<file path="src/rtl/irq_pkg.sv">
package irq_pkg;
  localparam int NSRC  = 10;
  localparam int SRC_W = $clog2(NSRC);
  localparam int USB_N = 7;

  localparam int S_EXT0 = 0;
  localparam int S_TMR0 = 1;
  localparam int S_EXT1 = 2;
  localparam int S_TMR1 = 3;
  localparam int S_SER0 = 4;
  localparam int S_TMR2 = 5;
  localparam int S_I2C  = 6;
  localparam int S_SER1 = 7;
  localparam int S_DDC  = 8;
  localparam int S_USB  = 9;

  localparam int F_IE0   = 0;
  localparam int F_TF0   = 1;
  localparam int F_IE1   = 2;
  localparam int F_TF1   = 3;
  localparam int F_SER0  = 4;
  localparam int F_TF2   = 5;
  localparam int F_EXF2  = 6;
  localparam int F_I2C   = 7;
  localparam int F_SER1  = 8;
  localparam int F_DDC2  = 9;
  localparam int F_DDC1  = 10;
  localparam int F_DDCSW = 11;
  localparam int F_USB0  = 12;
  localparam int NFLAG   = F_USB0 + USB_N;

  localparam int C_TF2   = 0;
  localparam int C_EXF2  = 1;
  localparam int C_DDC1  = 2;
  localparam int C_DDCSW = 3;
  localparam int C_SER0  = 4;
  localparam int C_SER1  = 5;
  localparam int NCLR    = 6;

  localparam int A_CTRL    = 0;
  localparam int A_EN_LO   = 1;
  localparam int A_EN_HI   = 2;
  localparam int A_CLR     = 3;
  localparam int A_USB_CLR = 4;

  typedef struct packed {
    logic gie;
    logic exen2;
    logic adc_sel;
    logic it1;
    logic it0;
  } ctrl_t;
endpackage

</file>
<file path="src/rtl/irq_edge_sync.sv">
module irq_edge_sync #(
  parameter int STAGES = 2
) (
  input  logic clk,
  input  logic rst,
  input  logic pin_n,
  output logic lvl,
  output logic fall
);
  logic [STAGES-1:0] chain;
  logic              prev;

  always_ff @(posedge clk) begin
    if (rst) begin
      chain <= '1;
      prev  <= 1'b1;
    end else begin
      chain <= {chain[STAGES-2:0], pin_n};
      prev  <= chain[STAGES-1];
    end
  end

  assign lvl  = chain[STAGES-1];
  assign fall = prev & ~chain[STAGES-1];

  p_fall_once_r3: assert property (@(posedge clk) disable iff (rst)
    fall |=> !fall);
endmodule

</file>
<file path="src/rtl/irq_flag_cell.sv">
module irq_flag_cell (
  input  logic clk,
  input  logic rst,
  input  logic set_i,
  input  logic clr_i,
  input  logic fol_en,
  input  logic fol_val,
  output logic q
);
  always_ff @(posedge clk) begin
    if (rst)          q <= 1'b0;
    else if (fol_en)  q <= fol_val;
    else if (set_i)   q <= 1'b1;
    else if (clr_i)   q <= 1'b0;
  end

  p_set_wins_r12: assert property (@(posedge clk) disable iff (rst)
    (set_i && !fol_en) |=> q);

  p_clr_takes_r7: assert property (@(posedge clk) disable iff (rst)
    (clr_i && !set_i && !fol_en) |=> !q);

  p_hold_r11: assert property (@(posedge clk) disable iff (rst)
    (!set_i && !clr_i && !fol_en) |=> $stable(q));
endmodule

</file>
<file path="src/rtl/irq_cfg_regs.sv">
module irq_cfg_regs
  import irq_pkg::*;
#(
  parameter int AW = 3,
  parameter int DW = 8
) (
  input  logic             clk,
  input  logic             rst,
  input  logic             wr_en,
  input  logic [AW-1:0]    wr_addr,
  input  logic [DW-1:0]    wr_data,
  output ctrl_t            ctrl,
  output logic [NSRC-1:0]  en,
  output logic [NCLR-1:0]  swclr,
  output logic [USB_N-1:0] swclr_usb
);
  localparam int HI_W = NSRC - DW;

  logic [DW-1:0]   en_lo;
  logic [HI_W-1:0] en_hi;

  always_ff @(posedge clk) begin
    if (rst) begin
      ctrl  <= '0;
      en_lo <= '0;
      en_hi <= '0;
    end else if (wr_en) begin
      if (wr_addr == AW'(A_CTRL)) begin
        ctrl.it0     <= wr_data[0];
        ctrl.it1     <= wr_data[1];
        ctrl.adc_sel <= wr_data[2];
        ctrl.exen2   <= wr_data[3];
        ctrl.gie     <= wr_data[7];
      end
      if (wr_addr == AW'(A_EN_LO)) en_lo <= wr_data;
      if (wr_addr == AW'(A_EN_HI)) en_hi <= wr_data[HI_W-1:0];
    end
  end

  assign en        = {en_hi, en_lo};
  assign swclr     = (wr_en && wr_addr == AW'(A_CLR))     ? wr_data[NCLR-1:0]  : '0;
  assign swclr_usb = (wr_en && wr_addr == AW'(A_USB_CLR)) ? wr_data[USB_N-1:0] : '0;

  p_en_hold_r2: assert property (@(posedge clk) disable iff (rst)
    !wr_en |=> $stable(en));
endmodule

</file>
<file path="src/rtl/irq_out_stage.sv">
module irq_out_stage #(
  parameter int N = 10
) (
  input  logic         clk,
  input  logic         rst,
  input  logic [N-1:0] pend_i,
  input  logic [N-1:0] en_i,
  input  logic         gie_i,
  output logic [N-1:0] req_o,
  output logic [N-1:0] pend_o
);
  always_ff @(posedge clk) begin
    if (rst) begin
      req_o  <= '0;
      pend_o <= '0;
    end else begin
      pend_o <= pend_i;
      req_o  <= gie_i ? (pend_i & en_i) : '0;
    end
  end

  p_gie_off_r2: assert property (@(posedge clk) disable iff (rst)
    !gie_i |=> (req_o == '0));

  p_req_in_pend_r2: assert property (@(posedge clk) disable iff (rst)
    ((req_o & ~pend_o) == '0));
endmodule

</file>
<file path="src/rtl/irq_flag_unit.sv">
module irq_flag_unit
  import irq_pkg::*;
#(
  parameter int AW          = 3,
  parameter int DW          = 8,
  parameter int SYNC_STAGES = 2
) (
  input  logic             clk,
  input  logic             rst,
  input  logic             ext0_n,
  input  logic             ext1_n,
  input  logic             t2ex_n,
  input  logic             tmr0_ovf,
  input  logic             tmr1_ovf,
  input  logic             tmr2_ovf,
  input  logic             ser0_evt,
  input  logic             ser1_evt,
  input  logic             i2c_evt,
  input  logic             ddc2_evt,
  input  logic             ddc1_evt,
  input  logic             ddc_mode,
  input  logic [USB_N-1:0] usb_evt,
  input  logic             adc_done,
  input  logic             ack_valid,
  input  logic [SRC_W-1:0] ack_src,
  input  logic             wr_en,
  input  logic [AW-1:0]    wr_addr,
  input  logic [DW-1:0]    wr_data,
  output logic [NSRC-1:0]  req_o,
  output logic [NSRC-1:0]  pend_o
);
  localparam int NPIN = 3;

  ctrl_t             ctrl;
  logic [NSRC-1:0]   en;
  logic [NCLR-1:0]   swclr;
  logic [USB_N-1:0]  swclr_usb;
  logic [NPIN-1:0]   pins_n, lvl, fall;
  logic [NSRC-1:0]   ack_hit;
  logic [NFLAG-1:0]  set_v, clr_v, fen_v, fval_v, flag;
  logic [NSRC-1:0]   src_pend;
  logic              ddc_mode_q;

  irq_cfg_regs #(.AW(AW), .DW(DW)) u_regs (
    .clk(clk), .rst(rst), .wr_en(wr_en), .wr_addr(wr_addr), .wr_data(wr_data),
    .ctrl(ctrl), .en(en), .swclr(swclr), .swclr_usb(swclr_usb)
  );

  assign pins_n = {t2ex_n, ext1_n, ext0_n};

  for (genvar p = 0; p < NPIN; p++) begin : g_pin
    irq_edge_sync #(.STAGES(SYNC_STAGES)) u_sync (
      .clk(clk), .rst(rst), .pin_n(pins_n[p]), .lvl(lvl[p]), .fall(fall[p])
    );
  end

  always_comb begin
    for (int i = 0; i < NSRC; i++)
      ack_hit[i] = ack_valid && (ack_src == SRC_W'(i));
  end

  always_ff @(posedge clk) begin
    if (rst) ddc_mode_q <= 1'b0;
    else     ddc_mode_q <= ddc_mode;
  end

  always_comb begin
    set_v  = '0;
    clr_v  = '0;
    fen_v  = '0;
    fval_v = '0;
    // external 0: edge capture or level follow
    set_v[F_IE0]  = fall[0];
    clr_v[F_IE0]  = ack_hit[S_EXT0];
    fen_v[F_IE0]  = !ctrl.it0;
    fval_v[F_IE0] = !lvl[0];
    // external 1: pin or ADC takeover
    set_v[F_IE1]  = ctrl.adc_sel ? adc_done : fall[1];
    clr_v[F_IE1]  = ack_hit[S_EXT1];
    fen_v[F_IE1]  = !ctrl.it1 && !ctrl.adc_sel;
    fval_v[F_IE1] = !lvl[1];
    // timers 0/1: hardware clear on acknowledge
    set_v[F_TF0]  = tmr0_ovf;
    clr_v[F_TF0]  = ack_hit[S_TMR0];
    set_v[F_TF1]  = tmr1_ovf;
    clr_v[F_TF1]  = ack_hit[S_TMR1];
    // timer 2: software clear only
    set_v[F_TF2]  = tmr2_ovf;
    clr_v[F_TF2]  = swclr[C_TF2];
    set_v[F_EXF2] = fall[2] && ctrl.exen2;
    clr_v[F_EXF2] = swclr[C_EXF2];
    // serial ports: software clear only
    set_v[F_SER0] = ser0_evt;
    clr_v[F_SER0] = swclr[C_SER0];
    set_v[F_SER1] = ser1_evt;
    clr_v[F_SER1] = swclr[C_SER1];
    // I2C: hardware clear
    set_v[F_I2C]  = i2c_evt;
    clr_v[F_I2C]  = ack_hit[S_I2C];
    // DDC group
    set_v[F_DDC2]  = ddc2_evt;
    clr_v[F_DDC2]  = ack_hit[S_DDC];
    set_v[F_DDC1]  = ddc1_evt;
    clr_v[F_DDC1]  = swclr[C_DDC1];
    set_v[F_DDCSW] = ddc_mode && !ddc_mode_q;
    clr_v[F_DDCSW] = swclr[C_DDCSW];
    // USB group: per-bit software clear
    for (int u = 0; u < USB_N; u++) begin
      set_v[F_USB0+u] = usb_evt[u];
      clr_v[F_USB0+u] = swclr_usb[u];
    end
  end

  for (genvar f = 0; f < NFLAG; f++) begin : g_flag
    irq_flag_cell u_cell (
      .clk(clk), .rst(rst), .set_i(set_v[f]), .clr_i(clr_v[f]),
      .fol_en(fen_v[f]), .fol_val(fval_v[f]), .q(flag[f])
    );
  end

  always_comb begin
    src_pend         = '0;
    src_pend[S_EXT0] = flag[F_IE0];
    src_pend[S_TMR0] = flag[F_TF0];
    src_pend[S_EXT1] = flag[F_IE1];
    src_pend[S_TMR1] = flag[F_TF1];
    src_pend[S_SER0] = flag[F_SER0];
    src_pend[S_TMR2] = flag[F_TF2] | flag[F_EXF2];
    src_pend[S_I2C]  = flag[F_I2C];
    src_pend[S_SER1] = flag[F_SER1];
    src_pend[S_DDC]  = flag[F_DDC2] | flag[F_DDC1] | flag[F_DDCSW];
    src_pend[S_USB]  = |flag[NFLAG-1:F_USB0];
  end

  irq_out_stage #(.N(NSRC)) u_out (
    .clk(clk), .rst(rst), .pend_i(src_pend), .en_i(en), .gie_i(ctrl.gie),
    .req_o(req_o), .pend_o(pend_o)
  );

  p_lvl_follow_r4: assert property (@(posedge clk) disable iff (rst)
    !ctrl.it0 |=> (flag[F_IE0] == !$past(lvl[0])));

  p_tmr_ack_r5: assert property (@(posedge clk) disable iff (rst)
    (ack_hit[S_TMR0] && !tmr0_ovf) |=> !flag[F_TF0]);

  p_t2_keep_r6: assert property (@(posedge clk) disable iff (rst)
    (flag[F_TF2] && !swclr[C_TF2]) |=> flag[F_TF2]);

  p_exf2_gate_r6: assert property (@(posedge clk) disable iff (rst)
    (!ctrl.exen2 && !flag[F_EXF2]) |=> !flag[F_EXF2]);

  p_adc_pin_r8: assert property (@(posedge clk) disable iff (rst)
    (ctrl.adc_sel && !adc_done && !flag[F_IE1]) |=> !flag[F_IE1]);

  p_ddc_switch_r9: assert property (@(posedge clk) disable iff (rst)
    (!ddc_mode && !flag[F_DDCSW]) |=> !flag[F_DDCSW]);

  p_usb_keep_r10: assert property (@(posedge clk) disable iff (rst)
    (flag[F_USB0] && !swclr_usb[0]) |=> flag[F_USB0]);

  p_reset_r1: assert property (@(posedge clk)
    $past(rst) |-> (req_o == '0 && pend_o == '0));
endmodule

</file>
<file path="config.mk">
export PLATFORM = sky130hd
export DESIGN_NAME = irq_flag_unit
export DESIGN_NICKNAME = d
export VERILOG_FILES = /design/src/rtl/irq_pkg.sv /design/src/rtl/irq_edge_sync.sv /design/src/rtl/irq_flag_cell.sv /design/src/rtl/irq_cfg_regs.sv /design/src/rtl/irq_out_stage.sv /design/src/rtl/irq_flag_unit.sv
export SDC_FILE = /design/constraint.sdc
export NUM_CORES = 1
export LEC_CHECK = 0
export BUFFER_PORTS_ARGS = -buffer_cell sky130_fd_sc_hd__buf_2
export CAP_MARGIN = 20
export CORE_MARGIN = 1
export CORE_UTILIZATION = 50
export CTS_CLUSTER_DIAMETER = 200
export DETAILED_ROUTE_END_ITERATION = 12
export PLACE_DENSITY = 0.77
export SLEW_MARGIN = 20
export SYNTH_ARGS = -nofsm -noshare
export SYNTH_HDL_FRONTEND = slang
export SYNTH_SLANG_ARGS = --single-unit
</file>
<file path="constraint.sdc">
create_clock -name clk -period 2.5 [get_ports clk]
set_input_delay 0.375 -clock clk [delete_from_list [all_inputs] [get_ports clk]]
set_output_delay 0.375 -clock clk [all_outputs]
set_load 0.005 [all_outputs]
</file>
==> results_dict.tcl, run 1 <==
set metrics [dict create \
    areaGrowthSynthToFinish_pct 24.2 \
    slew-limit-headroom_pct 46.6 \
    slowest_stage "nor3_1" \
    grt_start_max_net_pins 32 \
    slowest_delay_ns 0.61 \
    finalWeightedCongestion 0.718 \
    yosys.area_share.simple_pct 20.8 \
    drive_gt1_share_pct 32.5 \
    drv_slew 0 \
    io_buffers 58 \
    die_area_mm2 0.00466 \
    cts_tree "done" \
    grt_pass1_wl_um 7170 \
    required_ns 2.67 \
    dp_hpwl_um 3090 \
    power.total_w 0.00209 \
    cts.sinks 64 \
    ant_nets 0 \
    clock.fmax_ghz 0.809 \
    drt_pre_antenna_iters 4 \
    initial_utilization_pct 53.3 \
    period_minus_slack_ns 1.24 \
    rows 23 \
    cp_max_fo 7 \
    syn_inst 213 \
    grt_pass1_vias 1590 \
    finalSetupViolations 0 \
    root_buffer "clkbuf_8" \
    synth-compound-area-share_pct 9.41 \
    synth_xor_area_share_pct 0 \
    yosys_warnings 0 \
    synth_nets 252 \
    routedWlPerCell_um 13.1 \
    synth_mux_area_share_pct 6.85 \
    antenna_found_initial 0 \
    die_w_um 68.2 \
    routed_wirelength_um 4320 \
    critPathLaunchType "primary input" \
    ctsResizeCount 0 \
    cp_cell_sequence "buf_2, nand2_1, nor3_1, a311oi_1" \
    fin_skew_ns 0.00864 \
    synth_fa_ha_area_share_pct 0 \
    num_vias 1682 \
    syn_area_mm2 0.00219 \
    synth_top_family_by_area "simple AND/OR/NAND/NOR gates" \
    cp_num_buf_inv 1 \
    synth.ff_latch_count 64 \
    drtIter0Drc 86 \
    numCtsBuffers 9 \
    clkPwrFrac_pct 41.8 \
    irDropWorstVdd_mv 0.434 \
    synth-edff-count 0 \
    status "complete, no violations" \
    final_core_util_pct 66.2 \
    seqPwrFrac_pct 51.5 \
    hold_class "in -> reg" \
    switchingPower_w 0.000456 \
    ys_seq_area_share_pct 58.4 \
    p_sw_share_pct 21.8 \
    clk_path_buf_depth 2 \
    pin_count 59 \
    post_cts_buffers 0 \
    die_h_um 68.2 \
    synth_async_sr_flop_share_pct 0 \
    worst_hold_slack_ns 0.223 \
    tightest_slew_ns 0.795 \
    cap_violations 0 \
    fin_setup_tns_ns 0 \
    cts.clk_slew.worst_paths_ns 0.06 \
    power_density_mw_per_mm2 769 \
    cp.arrival_ns 1.41 \
    syn_avg_cell_area_um2 10.3 \
    synthDistinctLibCells 33 \
    p_leak_nw 1.23 \
    rsz0062_at_grt "no" \
    worst_skew_pair.late_latency_ns 0.33 \
    layout_setup_ws_ns 1.26 \
    internal-power_w 0.00164 \
    place_ws_ns 0.939 \
    nNetsFinal 314 \
    grt_util_all_layers_pct 21.8 \
    holdBufCountCts 0 \
    critPathKind "in -> reg" \
    core-area_mm2 0.00412 \
    num_antenna_cells 0 \
    grt_remaining_overflow 0 \
    crit_path_end_kind "register" \
    viasPerCell 5.10 \
    combPwrFrac_pct 6.7 \
    hold_violations 0 \
    cp_top_family "simple AND/OR/NAND/NOR gates" \
    fin_crit_sh_pct 49.4 \
    ys.flop_type "dfxtp_1" \
    drc 0 \
    htreeDepth 3 \
]
==> path summary, 6_finish.rpt <==
check	start	endpoint	slack, ns	cells after the start
setup / recovery	wr_addr[2]	g_flag[13].u_cell.q	1.26	4
hold / removal	ext0_n	g_pin[0].u_sync.chain[0]	0.22	2
setup reg to reg	u_regs.ctrl[4]	u_out.req_o[9]	1.35	3
hold reg to reg	g_pin[1].u_sync.chain[0]	g_pin[1].u_sync.chain[1]	0.41	1
==> power by group through the flow <==
stage	Clock (W)	Combinational [W]	Sequential, W
final	0.000876	0.000140	0.00108
after global routing	0.000939	0.000160	0.00108
after CTS	0.000892	0.000141	0.00108
after detailed placement	0	0.000141	0.00110
after global placement	0	0.000136	0.00110
after floorplan	0	0.0000726	0.00110
==> cell usage after synthesis, types with 2 or more instances <==
| library cell | count | area [um2] |
|---|---|---|
| nand2_1 | 6 | 22.5 |
| buf_2 | 4 | 20.0 |
| and3_1 | 7 | 43.8 |
| nor3_1 | 3 | 15.0 |
| a311oi_1 | 13 | 114 |
| clkbuf_1 | 3 | 11.3 |
| inv_1 | 15 | 56.3 |
| nor2_1 | 30 | 113 |
| o21ai_0 | 2 | 10.0 |
| a21oi_1 | 5 | 25.0 |
| or2_2 | 9 | 56.3 |
| nor2b_1 | 11 | 68.8 |
| nor4_1 | 2 | 12.5 |
| mux2i_1 | 15 | 150 |
| o22ai_1 | 2 | 12.5 |
| nor2_2 | 5 | 31.3 |
| dfxtp_1 | 64 | 1280 |
| nand2b_1 | 2 | 12.5 |
==> stage by stage <==
| stage | area, um2 | std cells |
|---|---|---|
| 2_1_floorplan | 2190 | 213 |
| 3_3_place_gp | 2520 | 314 |
| 3_5_place_dp | 2520 | 314 |
| 4_1_cts | 2720 | 330 |
| 5_1_grt | 2720 | 330 |
| 6_report | 2720 | 330 |
==> metal layers <==
layer,routed length [um],vias to the layer above,track usage (%),part of all wire [%]
li1,-,851,-,-
met2,2010,60,34.8,47
met3,322,9,9.00,7.4
met5,0,-,0,0
met4,78,0,8.59,1.8
met1,1910,762,26.0,44
==> cell families (layout without fill, tap and decap cells) <==
group	Yosys count	after routing
buffers and inverters	24	91
flip-flops	64	64
AND/OR/NAND/NOR	82	82
AO/OA/AOI/OAI	28	28
multiplexers	15	15
==> sequential cells by signal (all words and copies together), names as in the netlist <==
signal,cells
u_out.pend_o,10
g_flag.u_cell.q,19
u_regs.en_hi,2
u_regs.ctrl,5
g_pin.u_sync.prev,3
u_out.req_o,10
g_pin.u_sync.chain,6
u_regs.en_lo,8
ddc_mode_q,1
==> area by class of cell <==
class,instances,area [um2]
Fill cell,358,1390
Sequential cell,64,1280
Multi-Input combinational cell,125,820
Timing Repair Buffer,60,305
Clock buffer,13,159
Tap cell,50,62.6
Inverter,15,56.3
Clock inverter,3,40.0
==> cell usage in the layout (no fill, tap or decap) <==
cell type and count:
dfxtp_1 64, buf_2 58, nor2_1 30, inv_1 15, mux2i_1 15, a311oi_1 13, nor2b_1 11, clkbuf_8 11
or2_2 9, and3_1 7, nand2_1 6, a21oi_1 5, nor2_2 5, nor3_1 3, nand2b_1 2, nor4_1 2
o22ai_1 2, o21ai_0 2, clkinv_2 2, clkbuf_1 2, buf_4 2, and3b_1 1, nand3b_1 1, a22oi_1 1
nor4b_1 1, and4b_1 1, o41ai_1 1, a21boi_0 1, a211oi_1 1, a211o_1 1, o21ai_1 1, and4bb_2 1
nor4bb_2 1, nor4b_4 1, bufinv_16 1
No activity file was read; power rests on OpenSTA's default activity.
==> inputs of run 2 (changes only) <==
CORE_UTILIZATION = 46   (was 50)
PLACE_DENSITY = 0.74   (was 0.77)
clock period = 1 ns   (was 2.5 ns; I/O delays follow)
==> run 2 against run 1 <==
Against the previous run: setup slack worse by 1.2 ns; non-clock buffer count up 11; sequential share of layout area down 0.91 points; hold slack worse by 0.19 ns; power increased by 130%; register-to-register slack got worse by 1.3 ns; first-iteration DRC count fell by 8.1%; via count decreased by 0.54%; cell area is 2.0% higher; sequential power is 150% higher; core utilization shrank 4.1 points; critical path type is now reg -> reg; highest routed layer unchanged.
==> results_dict.tcl, run 2 (synthesis results as in run 1) <==
set metrics [dict create \
    cp_num_buf_inv 1 \
    worst_skew_pair.late_latency_ns 0.33 \
    max_flop_register "g_flag.u_cell.q" \
    root_buffer "clkbuf_8" \
    grt_start_max_net_pins 21 \
    initial_utilization_pct 49.0 \
    finalSetupViolations 0 \
    regArea_mm2 0.00128 \
    routedWlPerCell_um 12.4 \
    drt_pre_antenna_iters 6 \
    finalWeightedCongestion 0.776 \
    multi_input_area_um2 820 \
    fin_skew_ns 0.00502 \
    cts.clk_slew.worst_paths_ns 0.06 \
    layout_commonest_cell "dfxtp_1" \
    final_core_util_pct 62.1 \
    antenna_found_initial 0 \
    die_w_um 71.1 \
    hold_class "in -> reg" \
    ant_nets 0 \
    crit_path_end_kind "register" \
    num_antenna_cells 0 \
    fillers 375 \
    core-area_mm2 0.00447 \
    worst_hold_slack_ns 0.0330 \
    die_area_mm2 0.00505 \
    cap_violations 0 \
    largest_reg_flops 19 \
    drive_gt1_share_pct 33.7 \
    p_sw_share_pct 22.1 \
    post-place-cells 324 \
    cts_tree "done" \
    tightest_slew_ns 0.365 \
    areaGrowthSynthToFinish_pct 26.6 \
    io_buffers 58 \
    hold_path_end "g_flag[4].u_cell.q" \
    rr_worst_depth 3 \
    nNetsFinal 325 \
    ctsResizeCount 0 \
    r2r_slack_ns 0.09 \
    hold_violations 0 \
    clock.fmax_ghz 1.10 \
    grt_pass1_vias 1533 \
    cp.arrival_ns 1.14 \
    switchingPower_w 0.00109 \
    met3_length_um 249 \
    layout_common_cells "dfxtp_1, buf_2, nor2_1" \
    irDropWorstVdd_mv 0.741 \
    top_regs "g_flag.u_cell.q (19), u_out.pend_o (10), u_out.req_o (10)" \
    slowest_delay_ns 0.31 \
    grt_remaining_overflow 0 \
    r2r-end "u_out.req_o[0]" \
    p_leak_nw 1.26 \
    cp_cell_sequence "nor2b_1, buf_4, and3_1" \
    viasPerCell 4.92 \
    pin_count 59 \
    drv_slew 0 \
    rows 24 \
    seqPwrFrac_pct 54.8 \
    drtIter0Drc 79 \
    rsz0062_at_grt "no" \
    status "complete, no violations" \
    slowest_stage "dfxtp_1" \
    place_ws_ns -0.202 \
    cp_top_family "simple AND/OR/NAND/NOR gates" \
    post_cts_buffers 0 \
    htreeDepth 3 \
    slew-limit-headroom_pct 75.4 \
    period_minus_slack_ns 0.912 \
    grt_pass1_wl_um 6760 \
    routed_wirelength_um 4230 \
    critPathKind "reg -> reg" \
    required_ns 1.22 \
    grt_util_all_layers_pct 18.3 \
    wl_met2_um 1920 \
    dp_hpwl_um 3050 \
    cp_max_fo 8 \
    holdBufCountCts 3 \
    fin_crit_sh_pct 91.2 \
    combPwrFrac_pct 7.5 \
    stdcell_count 340 \
    clk_path_buf_depth 2 \
    power_density_mw_per_mm2 1770 \
    drc 0 \
    fin_setup_tns_ns 0 \
    hp-start "wr_data[4]" \
    top_layer "met4" \
    numCtsBuffers 9 \
    clkPwrFrac_pct 37.6 \
    num_vias 1673 \
    min_path_cells 2 \
    layout_setup_ws_ns 0.0875 \
    met1_length_um 2010 \
    regToRegStartpoint "u_regs.ctrl[4]" \
    die_h_um 71.1 \
    internal-power_w 0.00383 \
    cts.sinks 64 \
    critPathLaunchType "register" \
]
-- run 2: routing by layer --
metal	track usage, %	vias up
met5	0	-
met4	7.33	0
met3	9.12	7
met2	28.8	48
met1	21.3	745
li1	-	873
-- run 2: cell type report --
cell class,count,share of cell area (%)
flip-flops and latches,64,46.1
clock buffers,12,5.59
multi-input cells,125,29.5
well taps,52,2.34
inverters,15,2.03
clock inverters,1,0.180
repair buffers,71,14.2
-- run 2: how the worst max path moves through the flow --
stage | startpoint | endpoint | slack (ns) | depth (start not counted)
4_1_cts | u_regs.ctrl[4] | u_out.req_o[0] | 0.08 | 3
6_report | u_regs.ctrl[4] | u_out.req_o[0] | 0.09 | 3
3_5_place_dp | wr_addr[1] | u_regs.en_lo[0] | -0.20 | 5
5_1_grt | u_regs.ctrl[4] | u_out.req_o[3] | 0.02 | 3
2_1_floorplan | wr_addr[0] | u_regs.ctrl[0] | 0.009 | 3
3_3_place_gp | wr_addr[1] | u_regs.en_lo[6] | -0.17 | 5
-- run 2: power groups by stage --
stage,Clock [W],Combinational (W),Sequential (W)
4_1_cts,0.00189,0.000373,0.00269
6_report,0.00185,0.000370,0.00269
2_1_floorplan,0,0.000182,0.00274
5_1_grt,0.00198,0.000412,0.00270
3_3_place_gp,0,0.000356,0.00275
3_5_place_dp,0,0.000363,0.00275
-- run 2: stage by stage --
stage / total power [W] / instance area (um2)
after floorplan: 0.00292 / 2190
after global placement: 0.00310 / 2590
after detailed placement: 0.00311 / 2590
after CTS: 0.00495 / 2780
after global routing: 0.00510 / 2780
final: 0.00491 / 2780
